`src/rtl/ffc_pkg.sv`:
```
package ffc_pkg;

  localparam logic LVL_REC = 1'b1;
  localparam logic LVL_DOM = 1'b0;

  typedef enum logic [2:0] {
    FLD_VAR     = 3'd0,
    FLD_FIX_REC = 3'd1,
    FLD_FIX_DOM = 3'd2,
    FLD_RSV     = 3'd3,
    FLD_ARB     = 3'd4,
    FLD_SWITCH  = 3'd5,
    FLD_FCP     = 3'd6,
    FLD_SPARE   = 3'd7
  } fld_code_t;

  typedef struct packed {
    logic chk_form;  // compare against exp_bit
    logic chk_arb;   // transmitter arbitration check
    logic chk_rsv;   // reserved-bit handling
    logic exp_bit;   // expected level
  } expect_t;

endpackage

```
`src/rtl/ffc_fcp_pos.sv`:
```
module ffc_fcp_pos #(
  parameter int HI_BITS = 4,
  parameter int LO_BITS = 4
) (
  input  logic clk,
  input  logic rst_n,
  input  logic step,
  input  logic restart,
  output logic exp_bit
);
  localparam int TOTAL = HI_BITS + LO_BITS;
  localparam int IW    = $clog2(TOTAL + 1);
  localparam logic [IW-1:0] LAST = IW'(TOTAL - 1);
  localparam logic [IW-1:0] HI_N = IW'(HI_BITS);

  logic [IW-1:0] idx;

  always_ff @(posedge clk or negedge rst_n) begin
    if (!rst_n)        idx <= '0;
    else if (restart)  idx <= '0;
    else if (step && idx != LAST) idx <= idx + 1'b1;
  end

  assign exp_bit = (idx < HI_N) ? ffc_pkg::LVL_REC : ffc_pkg::LVL_DOM;

  // a restart always brings the next pattern bit back to recessive
  assert_restart_first_R9: assert property (@(posedge clk) disable iff (!rst_n)
    restart |=> exp_bit == ffc_pkg::LVL_REC);

endmodule

```
`src/rtl/ffc_expect.sv`:
```
module ffc_expect
  import ffc_pkg::*;
(
  input  fld_code_t code,
  input  logic      fcp_bit,
  input  logic      is_tx,
  output expect_t   exp_o
);
  always_comb begin
    exp_o = '{chk_form: 1'b0, chk_arb: 1'b0, chk_rsv: 1'b0, exp_bit: LVL_REC};
    unique case (code)
      FLD_FIX_REC: begin exp_o.chk_form = 1'b1; exp_o.exp_bit = LVL_REC; end
      FLD_FIX_DOM: begin exp_o.chk_form = 1'b1; exp_o.exp_bit = LVL_DOM; end
      FLD_RSV:     begin exp_o.chk_rsv  = 1'b1; exp_o.exp_bit = LVL_DOM; end
      FLD_ARB:     begin exp_o.chk_arb  = is_tx; exp_o.exp_bit = LVL_REC; end
      FLD_FCP:     begin exp_o.chk_form = 1'b1; exp_o.exp_bit = fcp_bit; end
      FLD_VAR, FLD_SWITCH, FLD_SPARE: exp_o.chk_form = 1'b0;
      default:     exp_o.chk_form = 1'b0;
    endcase
  end
endmodule

```
`src/rtl/ffc_exc_state.sv`:
```
module ffc_exc_state (
  input  logic clk,
  input  logic rst_n,
  input  logic enter,
  input  logic idle,
  output logic in_exc
);
  always_ff @(posedge clk or negedge rst_n) begin
    if (!rst_n)     in_exc <= 1'b0;
    else if (enter) in_exc <= 1'b1;   // entry outranks idle
    else if (idle)  in_exc <= 1'b0;
  end

  // the state is left only through an idle bus
  assert_hold_until_idle_R5: assert property (@(posedge clk) disable iff (!rst_n)
    (in_exc && !idle) |=> in_exc);

  // entry wins over a simultaneous idle
  assert_entry_wins_R11: assert property (@(posedge clk) disable iff (!rst_n)
    enter |=> in_exc);

endmodule

```
`src/rtl/ffc_top.sv`:
```
module ffc_top
  import ffc_pkg::*;
#(
  parameter int FCP_HI = 4,
  parameter int FCP_LO = 4
) (
  input  logic       clk,
  input  logic       rst_n,
  input  logic       smp_valid,
  input  logic       smp_bit,
  input  logic [2:0] fld_code,
  input  logic       is_tx,
  input  logic       cfg_rsv_exc,
  input  logic       bus_idle,
  output logic       form_error,
  output logic       arb_lost,
  output logic       in_exception
);
  fld_code_t code;
  expect_t   exp_s;
  logic      fcp_bit, active, is_fcp, rsv_rec;
  logic      fe_d, al_d, enter;

  assign code = fld_code_t'(fld_code);
  assign is_fcp = (code == FLD_FCP);

  ffc_fcp_pos #(.HI_BITS(FCP_HI), .LO_BITS(FCP_LO)) u_fcp (
    .clk(clk), .rst_n(rst_n),
    .step(smp_valid && is_fcp),
    .restart(smp_valid && !is_fcp),
    .exp_bit(fcp_bit)
  );

  ffc_expect u_exp (
    .code(code), .fcp_bit(fcp_bit), .is_tx(is_tx), .exp_o(exp_s)
  );

  assign active  = smp_valid && !in_exception;
  assign rsv_rec = exp_s.chk_rsv && (smp_bit == LVL_REC);
  assign fe_d    = active && ((exp_s.chk_form && (smp_bit != exp_s.exp_bit)) ||
                              (rsv_rec && !cfg_rsv_exc));
  assign al_d    = active && exp_s.chk_arb && (smp_bit == LVL_DOM);
  assign enter   = active && rsv_rec && cfg_rsv_exc;

  ffc_exc_state u_exc (
    .clk(clk), .rst_n(rst_n), .enter(enter), .idle(bus_idle), .in_exc(in_exception)
  );

  always_ff @(posedge clk or negedge rst_n) begin
    if (!rst_n) begin
      form_error <= 1'b0;
      arb_lost   <= 1'b0;
    end else begin
      form_error <= fe_d;
      arb_lost   <= al_d;
    end
  end

  // pulses only follow a strobe
  assert_pulse_needs_strobe_R3: assert property (@(posedge clk) disable iff (!rst_n)
    (form_error || arb_lost) |-> $past(smp_valid));

  // quiet while in the exception state
  assert_quiet_in_exc_R6: assert property (@(posedge clk) disable iff (!rst_n)
    $past(in_exception) |-> (!form_error && !arb_lost));

  // arbitration loss only for a transmitter seeing dominant
  assert_arb_tx_dom_R7: assert property (@(posedge clk) disable iff (!rst_n)
    arb_lost |-> ($past(is_tx) && !$past(smp_bit)));

  // mode-switch bits never flagged
  assert_switch_free_R8: assert property (@(posedge clk) disable iff (!rst_n)
    (smp_valid && fld_code == 3'd5) |=> !form_error);

  // entering the exception state is not a form error
  assert_entry_no_fe_R5: assert property (@(posedge clk) disable iff (!rst_n)
    $rose(in_exception) |-> !form_error);

endmodule

```
`config.mk`:
```
export PLATFORM = sky130hd
export DESIGN_NAME = ffc_top
export DESIGN_NICKNAME = d
export VERILOG_FILES = /design/src/rtl/ffc_pkg.sv /design/src/rtl/ffc_fcp_pos.sv /design/src/rtl/ffc_expect.sv /design/src/rtl/ffc_exc_state.sv /design/src/rtl/ffc_top.sv
export SDC_FILE = /design/constraint.sdc
export NUM_CORES = 1
export LEC_CHECK = 0
export BUFFER_PORTS_ARGS = -buffer_cell sky130_fd_sc_hd__buf_4
export CAP_MARGIN = 30
export CORE_AREA = 2 2 39 41
export DETAILED_ROUTE_END_ITERATION = 8
export DIE_AREA = 0 0 41 43
export GPL_TIMING_DRIVEN = 0
export PLACE_DENSITY = 0.47
export SYNTH_ARGS = -nofsm -noshare
export SYNTH_HDL_FRONTEND = slang
export SYNTH_SLANG_ARGS = --single-unit
export TNS_END_PERCENT = 50
```
`constraint.sdc`:
```
create_clock -name clk -period 1.7 [get_ports clk]
set_input_delay 0.255 -clock clk [delete_from_list [all_inputs] [get_ports clk]]
set_output_delay 0.255 -clock clk [all_outputs]
set_load 0.1 [all_outputs]
```
Word-level counts from Yosys, hierarchy flattened:

Index checks and enable logic that the tools add are counted.

* word-level logic and storage cells: 43
* register bits after elaboration: 7
* input port bits: 10
* output and inout port bits: 3

* reductions and logical operators: 20
* bitwise operators: 1
* eq/ne operators: 7
* add/sub/neg operators: 1
* magnitude comparators: 1
* muxes and demuxes: 9

Operator list (count)
* logical AND 1 bit: 12
* 2-to-1 mux 4 bit: 2
* equality test 3 x 2 -> 1 bit, second input constant: 2
* equality test 3 bit, second input constant: 2
* 2-to-1 mux 1 bit: 6
* adder 4 x 1 -> 4 bit, second input constant: 1
* < comparator 4 x 3 -> 1 bit, second input constant: 1
* != test 4 x 3 -> 1 bit, second input constant: 1
* nonzero test 2 bit: 2
* equality test 3 x 1 -> 1 bit, second input constant: 1
* zero test 1 bit: 3
* OR reduction 3 bit: 1
* case mux 1 bit (2 select lines): 1
* OR reduction 2 bit: 1
* logical OR 1 bit: 1
* != test 1 bit: 1
* inverter 1 bit: 1

Longest topological paths before layout:

Gate-level depths: netlist of the first run.

* word-level depth: 7
* depth in mapped cells: 4
* mapped depth without buffers: 4

By module:

A second synthesis of the first run with hierarchy kept.

* cell total of the unflattened synthesis: 45
* area total of the unflattened synthesis: 415.4 sq um

By module, submodules not included
* ffc_fcp_pos: area an instance 215.2 sq um, sequential area each 100.1 sq um, times used 1, cells an instance 21
* ffc_top: area an instance 120.1 sq um, sequential area each 50.0 sq um, times used 1, cells an instance 13
* ffc_expect: area an instance 43.8 sq um, sequential area each 0.0 sq um, times used 1, cells an instance 8
* ffc_exc_state: area an instance 36.3 sq um, sequential area each 25.0 sq um, times used 1, cells an instance 3

Least setup slack after synthesis of the first run:

No wires, ideal clock.

* path type: register -> register
* start: register u_exc.in_exc
* end: register form_error
* setup time: 0.129 ns
* data arrival time: 1.305 ns
* slack: 0.266 ns
* clock period less this slack: 1.434 ns
* cell stages (with the launch flop): 4
* path buffers: 0
* data required time: 1.571 ns
* path through: dfrtp_1 nand2b_1 nand2b_1 o32ai_1

* longest elaborated chain between the ends: 3

Ends and longest elaborated chain
* start: declaration: RTL line ffc_exc_state.sv:6 `output logic in_exc`
* start signal: assignment: RTL line ffc_exc_state.sv:9 `if (!rst_n) in_exc <= 1'b0;`
* start signal: assignment: RTL line ffc_exc_state.sv:10 `else if (enter) in_exc <= 1'b1;`
* start signal: assignment: RTL line ffc_exc_state.sv:11 `else if (idle) in_exc <= 1'b0;`
* zero test 1 bit: RTL line ffc_top.sv:38 `assign active = smp_valid && !in_exception;`
* logical AND 1 bit: RTL line ffc_top.sv:38
* logical AND 1 bit: RTL line ffc_top.sv:40 `assign fe_d = active && ((exp_s.chk_form && (smp_bit != exp_s.exp_bit)) ||`
* net fe_d: RTL line ffc_top.sv:22 `logic fe_d, al_d, enter;`
* end signal: assignment: RTL line ffc_top.sv:51 `form_error <= 1'b0;`
* end signal: assignment: RTL line ffc_top.sv:54 `form_error <= fe_d;`
* end: declaration: RTL line ffc_top.sv:15 `output logic form_error,`

The timed path passes the listed nets, and every way through them passes these cells.
A chain may end at the register's enable or synchronous reset.

Final worst setup path of the first run:

* start: register u_fcp.idx[0]
* end: register u_fcp.idx[0]

* longest elaborated chain between the ends: 3
* elaborated cells on any way between the ends: 6
* classes of those cells: 1 x add/sub; 1 x eq/ne; 2 x mux; 2 x reduce/logical

Ends and longest elaborated chain
* start: declaration: RTL line ffc_fcp_pos.sv:16 `logic [IW-1:0] idx;`
* start signal: assignment: RTL line ffc_fcp_pos.sv:21 `else if (step && idx != LAST) idx <= idx + 1'b1;`
* adder 4 x 1 -> 4 bit or != test 4 x 3 -> 1 bit (tied branches): RTL line ffc_fcp_pos.sv:21
* 2-to-1 mux 4 bit or logical AND 1 bit (tied branches): RTL line ffc_fcp_pos.sv:21
* 2-to-1 mux 4 bit or nonzero test 2 bit (tied branches)

Parallel ways exist; a longest one is shown, timed or not. The select of a mux whose other input is x is not followed.

==> results of run 1 <==
state kept, by name, indices dropped and copies added, names as in the netlist:
register,count
arb_lost,1
form_error,1
u_exc.in_exc,1
u_fcp.idx,4
critical path: cells and delay by family, from the launching register on:
| family | cells | cell delay [ps] |
|---|---|---|
| and+or+nand+nor | 2 | 520 |
| DFF | 1 | 400 |
| adders and majority gates | 1 | 240 |
| AOI/OAI and AO/OA | 1 | 140 |
where the power goes:
group	switching, uW	internal [uW]	leakage (uW)
sequential	5.82	174	0.0000956
clock	54.6	89.1	0.0000150
combinational	39.7	30.6	0.000133
total	100	294	0.000244
area by class of cell:
type | count | area [um^2]
well taps | 16 | 20.0
clock buffers | 4 | 26.3
inverters | 1 | 3.75
flip-flops and latches | 7 | 175
repair buffers | 13 | 100
multi-input cells | 31 | 199
fillers | 134 | 860
worst paths after layout:
| kind | slack, ps | to |
|---|---|---|
| min | 200 | arb_lost$_DFF_PN0_ |
| max reg2reg | 320 | u_fcp.idx[0]$_DFFE_PN0P_ |
| max in group asynchronous | 1220 | u_exc.in_exc$_DFFE_PN0P_ |
| min in group asynchronous | 360 | u_fcp.idx[2]$_DFFE_PN0P_ |
| max | 320 | u_fcp.idx[0]$_DFFE_PN0P_ |
| min reg2reg | 510 | u_exc.in_exc$_DFFE_PN0P_ |
synthesized netlist by cell type (all sizes together):
library cell,count,area (um^2)
nor2,1,3.75
dfrtp,7,175
nor4,1,6.26
mux2i,1,10.0
nor3b,1,7.51
nand2,3,11.3
nand2b,3,18.8
o31ai,1,7.51
nand3b,1,7.51
o21ai,2,10.0
and3b,1,8.76
inv,1,3.75
nand4b,1,8.76
nand4,1,6.26
a21oi,5,25.0
and4,1,10.0
nor3,1,5.00
nor2b,2,12.5
or3,2,12.5
a31oi,1,6.26
ha,1,12.5
o32ai,1,8.76
metrics by stage:
stage / cells / hold WS, ps / setup WS, ps / util
floorplan: 39 / -40.6 / 266 / -
global placement: 67 / 72.5 / 333 / 0.353
detailed placement: 67 / 75.1 / 350 / 0.353
CTS: 72 / 192 / 327 / 0.379
global route: 72 / 198 / 252 / 0.379
finish: 72 / 197 / 320 / 0.379
per-layer routing:
layer | vias to the layer above | global-route usage | part of all wire
li1 | 179 | - | -
met1 | 165 | 0.132 | 0.44
met2 | 14 | 0.188 | 0.49
met3 | 0 | 0.0314 | 0.067
met4 | 0 | 0.0600 | 0
met5 | - | 0 | 0
cells by family after synthesis:
group                      synth area share
and+or+nand+nor                       0.315
adders and majority gates            0.0331
DFF                                   0.464
buffers and inverters               0.00992
muxes                                0.0265
AOI/OAI and AO/OA                     0.152
layout by cell type, fill, tap and decap left out, drive strengths merged:
cell type	n
buf	12
nor3b	1
nand4b	1
o32ai	1
nand2	3
mux2i	1
inv	1
o21ai	2
and3b	1
o31ai	1
or3	2
dlygate4sd3	1
nor3	1
nand4	1
nor4	1
nor2b	2
ha	1
nand3b	1
dfrtp	7
a21oi	5
a31oi	1
clkbuf	4
nand2b	3
nor2	1
and4	1
==> results.toml, run 1 <==
[floorplanning]
start_util = 0.273
dieArea_um2 = 1760
rows = 14
die_h_um = 43
num_io_pins = 13
fp.coreArea_um2 = 1380
die_w_um = 41

[routing]
wl_per_cell_um = 11.2
drt-total-wl_um = 807
drc = 0
drt_iter0_drc = 9
vias = 358
ant_nets = 0
first_pass_iters = 4
vias_per_cell = 4.97

[logic_synthesis]
synth_cell_types = 22
synth-seq-cells = 7
synth_warnings = 0
synth_nets = 50
ys_seq_area_frac = 0.464
syn_inst = 39
syn_area_um2 = 378
avgSynthCellArea_um2 = 9.69

[sta]
hold_viol_final = 0
final_max_slew_viol_count = 0
setup_tns_ps = 0
fmaxAchievable_mhz = 724
final.period_utilization = 0.812
min_period_ps = 1380
skew_ps = 0.0865
worst_pin_slew_ps = 329
rsz0062_at_grt = "false"
slew_headroom = 0.780
setup_viol = 0

[placed_design]
place_congestion = 0.681
hpwl_um = 650
postPlaceCellArea_um2 = 488
port_buffers = 12

[finish]
drive_gt1_frac = 0.304
stdcell_area_um2 = 524
area_growth_pct = 38.7
final_net_count = 68
antennaDiodeCount = 0

[setup_path]
worstReg2RegStart = "u_fcp.idx[0]$_DFFE_PN0P_"
slowest_stage = "dfrtp_1"
slowest_delay_ps = 400
crit_start = "u_fcp.idx[0]$_DFFE_PN0P_"
worst_setup_path_start_kind = "flop"
cp_max_fo = 4
ff2ff_path_depth = 4
arrival_ps = 1550
worst_ep_required_time_ps = 1870
cp-end-kind = "flop"
worstSetupPathType = "flop to flop"
cp_cell_sequence = "ha_1 > and3b_1 > or3_1 > a21oi_1"

[cts]
cts_hold_buf = 1
post_cts_buffers = 0
cts_made_buffers = 3
cts_root_buf = "clkbuf_4"
cts_tree = "built"
cts-htree-levels = 1
cts_sinks = 7
cts.repair.resized = 0
clkLatencyLatePin_ps = 240
cts_max_path_buffers = 2
path_clk_slew_ps = 50

[grt]
grt_pass1_vias = 356
grt_start_max_net_pins = 8
grt_antenna_before_repair = 0
track_usage = 0.116
grt_pass1_wl_mm = 1.41
overflow = 0

[run]
maxCapViolCount = 0

[worst_hold_path]
hold_class = "input port to flop"
hold_path_depth = 2
min_from = "fld_code[0]"

[power_and_ir_drop]
finalPower_uw = 394
power.leakage_uw = 0.000244
max-vdd-ir-drop_uv = 278
p_per_area_nw_per_um2 = 751

[outcome]
outcome = "finished, final reports clean"
No activity file was read; power rests on OpenSTA's default activity.
==> inputs of run 2 (changes only) <==
--- a/config.mk
+++ b/config.mk
@@ -5,13 +5,14 @@
 export SDC_FILE = /design/constraint.sdc
 export NUM_CORES = 1
 export LEC_CHECK = 0
+export ABC_AREA = 1
 export BUFFER_PORTS_ARGS = -buffer_cell sky130_fd_sc_hd__buf_4
 export CAP_MARGIN = 30
 export CORE_AREA = 2 2 39 41
 export DETAILED_ROUTE_END_ITERATION = 8
 export DIE_AREA = 0 0 41 43
 export GPL_TIMING_DRIVEN = 0
-export PLACE_DENSITY = 0.47
+export PLACE_DENSITY = 0.52
 export SYNTH_ARGS = -nofsm -noshare
 export SYNTH_HDL_FRONTEND = slang
 export SYNTH_SLANG_ARGS = --single-unit
==> constraint.sdc (replaced) <==
create_clock -name clk -period 1.17 [get_ports clk]
set_input_delay 0.1755 -clock clk [delete_from_list [all_inputs] [get_ports clk]]
set_output_delay 0.1755 -clock clk [all_outputs]
set_load 0.1 [all_outputs]
==> results.toml, run 2 <==
[logic_synthesis]
synthFlopType = "dfrtp_1"
synth_top_area_frac = 0.429
ys_top_cells_by_area = "dfrtp_1 (43%), nand2_1 (11%), nand3_1 (7.4%), inv_1 (6.4%), o21ai_0 (3.7%)"
synth_area_leader_cell = "dfrtp_1"
synth_edf_count = 0
synth_nets = 64
synthTopCellsByCount = "nand2_1 (12), dfrtp_1 (7), inv_1 (7)"
synthMostInstantiatedCell = "nand2_1"
syn_inst = 53
synth_warnings = 0
ys_seq_area_frac = 0.429
synth-seq-cells = 7
synth_cell_types = 17
avgSynthCellArea_um2 = 7.70
synth-async-reset-ratio = 1.00
syn_area_um2 = 408

[floorplanning]
die_w_um = 41
die_h_um = 43
rows = 14
num_io_pins = 13
fp.coreArea_um2 = 1380
start_util = 0.295
dieArea_um2 = 1760

[routing]
ant_nets = 0
drt_iter0_drc = 4
vias = 390
first_pass_iters = 3
drc = 0
drt-total-wl_um = 904
wl_per_cell_um = 10.2
vias_per_cell = 4.38

[setup_path]
crit_family = "flip-flops"
cp-endpoint = "u_fcp.idx[2]$_DFFE_PN0P_"
worst_setup_path_start_kind = "flop"
ff2ff_path_depth = 7
slowest_delay_ps = 420
slowest_stage = "dfrtp_1"
cp_num_cells = 7
arrival_ps = 1270
worst-path-buf-inv = 1
cp_cell_sequence = "ha_4 > nand3_4 > nand2_4 > inv_2 > nand3_1 > nand2_1 > nor2_1"
worst_ep_required_time_ps = 1310
ff2ff_setup_slack_ps = 40
crit_start = "u_fcp.idx[1]$_DFFE_PN0P_"
worstReg2RegStart = "u_fcp.idx[1]$_DFFE_PN0P_"
cp-end-kind = "flop"
worstSetupPathType = "flop to flop"
cp_max_fo = 5
rr_endpoint = "u_fcp.idx[2]$_DFFE_PN0P_"

[sta]
fmaxAchievable_mhz = 882
min_period_ps = 1130
hold_viol_final = 0
skew_ps = 0.915
layout_setup_ws_ps = 36.0
worst_pin_slew_ps = 278
final.period_utilization = 0.969
rsz0062_at_grt = "true"
final_max_slew_viol_count = 0
slew_headroom = 0.816
setup_viol = 0

[finish]
layout_common_cells = "buf_4 (15), nand2_1 (12), inv_1 (6), dfrtp_1 (6), nand3_1 (5)"
final-seq-area_um2 = 176
antennaDiodeCount = 0
layout_commonest_cell = "buf_4"
stdcell_area_um2 = 621
multi_input_area_um2 = 238
drive_gt1_frac = 0.452
finalNonFillerCells = 89
largest_reg_flops = 4
top_register = "u_fcp.idx"
fill_cells = 148
final_net_count = 85
area_growth_pct = 52.1

[cts]
path_clk_slew_ps = 50
cts-htree-levels = 1
clkLatencyLatePin_ps = 250
cts_tree = "built"
cts_root_buf = "clkbuf_4"
cts_made_buffers = 3
cts_sinks = 7
cts_max_path_buffers = 2

[placed_design]
place_congestion = 0.631
dp.cells = 81
place_ws_ps = -48.1
port_buffers = 12
postPlaceCellArea_um2 = 519
hpwl_um = 668

[grt]
grt_pass1_wl_mm = 1.33
grt_start_max_net_pins = 8
track_usage = 0.116
overflow = 0
grt_antenna_before_repair = 0
grt_pass1_vias = 370

[worst_hold_path]
hold_path_depth = 2
hold_class = "input port to flop"

[power_and_ir_drop]
p_per_area_nw_per_um2 = 1020
max-vdd-ir-drop_uv = 481
power.leakage_uw = 0.000308

[outcome]
outcome = "finished, final reports clean"

[run]
maxCapViolCount = 0
run 2: kinds of logic (layout without fill, tap and decap cells):
logic type | after synthesis | count (layout) | share of synthesized area
compound gates | 6 | 6 | 0.0828
xor+xnor | 1 | 1 | 0.0215
fa+ha+maj | 1 | 1 | 0.0307
buf+inv | 10 | 30 | 0.0920
flops | 7 | 7 | 0.429
simple gates | 28 | 28 | 0.344
run 2: worst min-delay path by stage:
stage	from	endpoint	slack, ps
finish	smp_bit	arb_lost$_DFF_PN0_	100
global route	smp_bit	arb_lost$_DFF_PN0_	110
CTS	smp_bit	arb_lost$_DFF_PN0_	90
detailed placement	rst_n	u_fcp.idx[3]$_DFFE_PN0P_	-6
global placement	rst_n	u_fcp.idx[3]$_DFFE_PN0P_	-6
floorplan	rst_n	arb_lost$_DFF_PN0_	-120
run 2: metal layers:
metal / wire length [um] / track usage
met5: 0 / 0
met1: 397 / 0.120
met2: 459 / 0.178
met3: 34 / 0.0314
met4: 13 / 0.100
run 2: area by class of cell:
class / instances / share of cell area
well taps: 16 / 0.0323
clock buffers: 4 / 0.0423
flip-flops and latches: 7 / 0.284
inverters: 10 / 0.0605
repair buffers: 16 / 0.198
multi-input cells: 36 / 0.383
run 2: stage by stage:
step	hold WS (ps)	TNS [ps]	total power, uW	util
after floorplan	-120	0	340	-
after global routing	106	-74.7	669	0.448
after global placement	-6.33	-50.2	388	0.375
final	102	0	632	0.448
after CTS	91.7	0	624	0.409
after detailed placement	-6.19	-60.2	390	0.375
run 2: what timing repair did:
| item | 4_1_cts | 5_1_grt |
|---|---|---|
| setup buffers | 1 | 2 |
| gates resized for setup | 1 | 9 |
| hold endpoints to repair | 7 | 0 |
| endpoints found under the setup margin | 2 | 3 |
| hold buffers | 1 | 0 |
| pin swaps | 0 | 4 |
run 2: worst register-to-register path: stages (launching register included):
cell	delay [ps]
dfrtp_1	420
ha_4	190
nand3_4	90
nand2_4	80
inv_2	70
nand3_1	60
nand2_1	70
nor2_1	40
run 2: where the power goes:
group	total [uW]	switching [uW]	internal (uW)
registers	270	14.7	256
logic	145	80.9	64.2
clock network	217	86.8	130
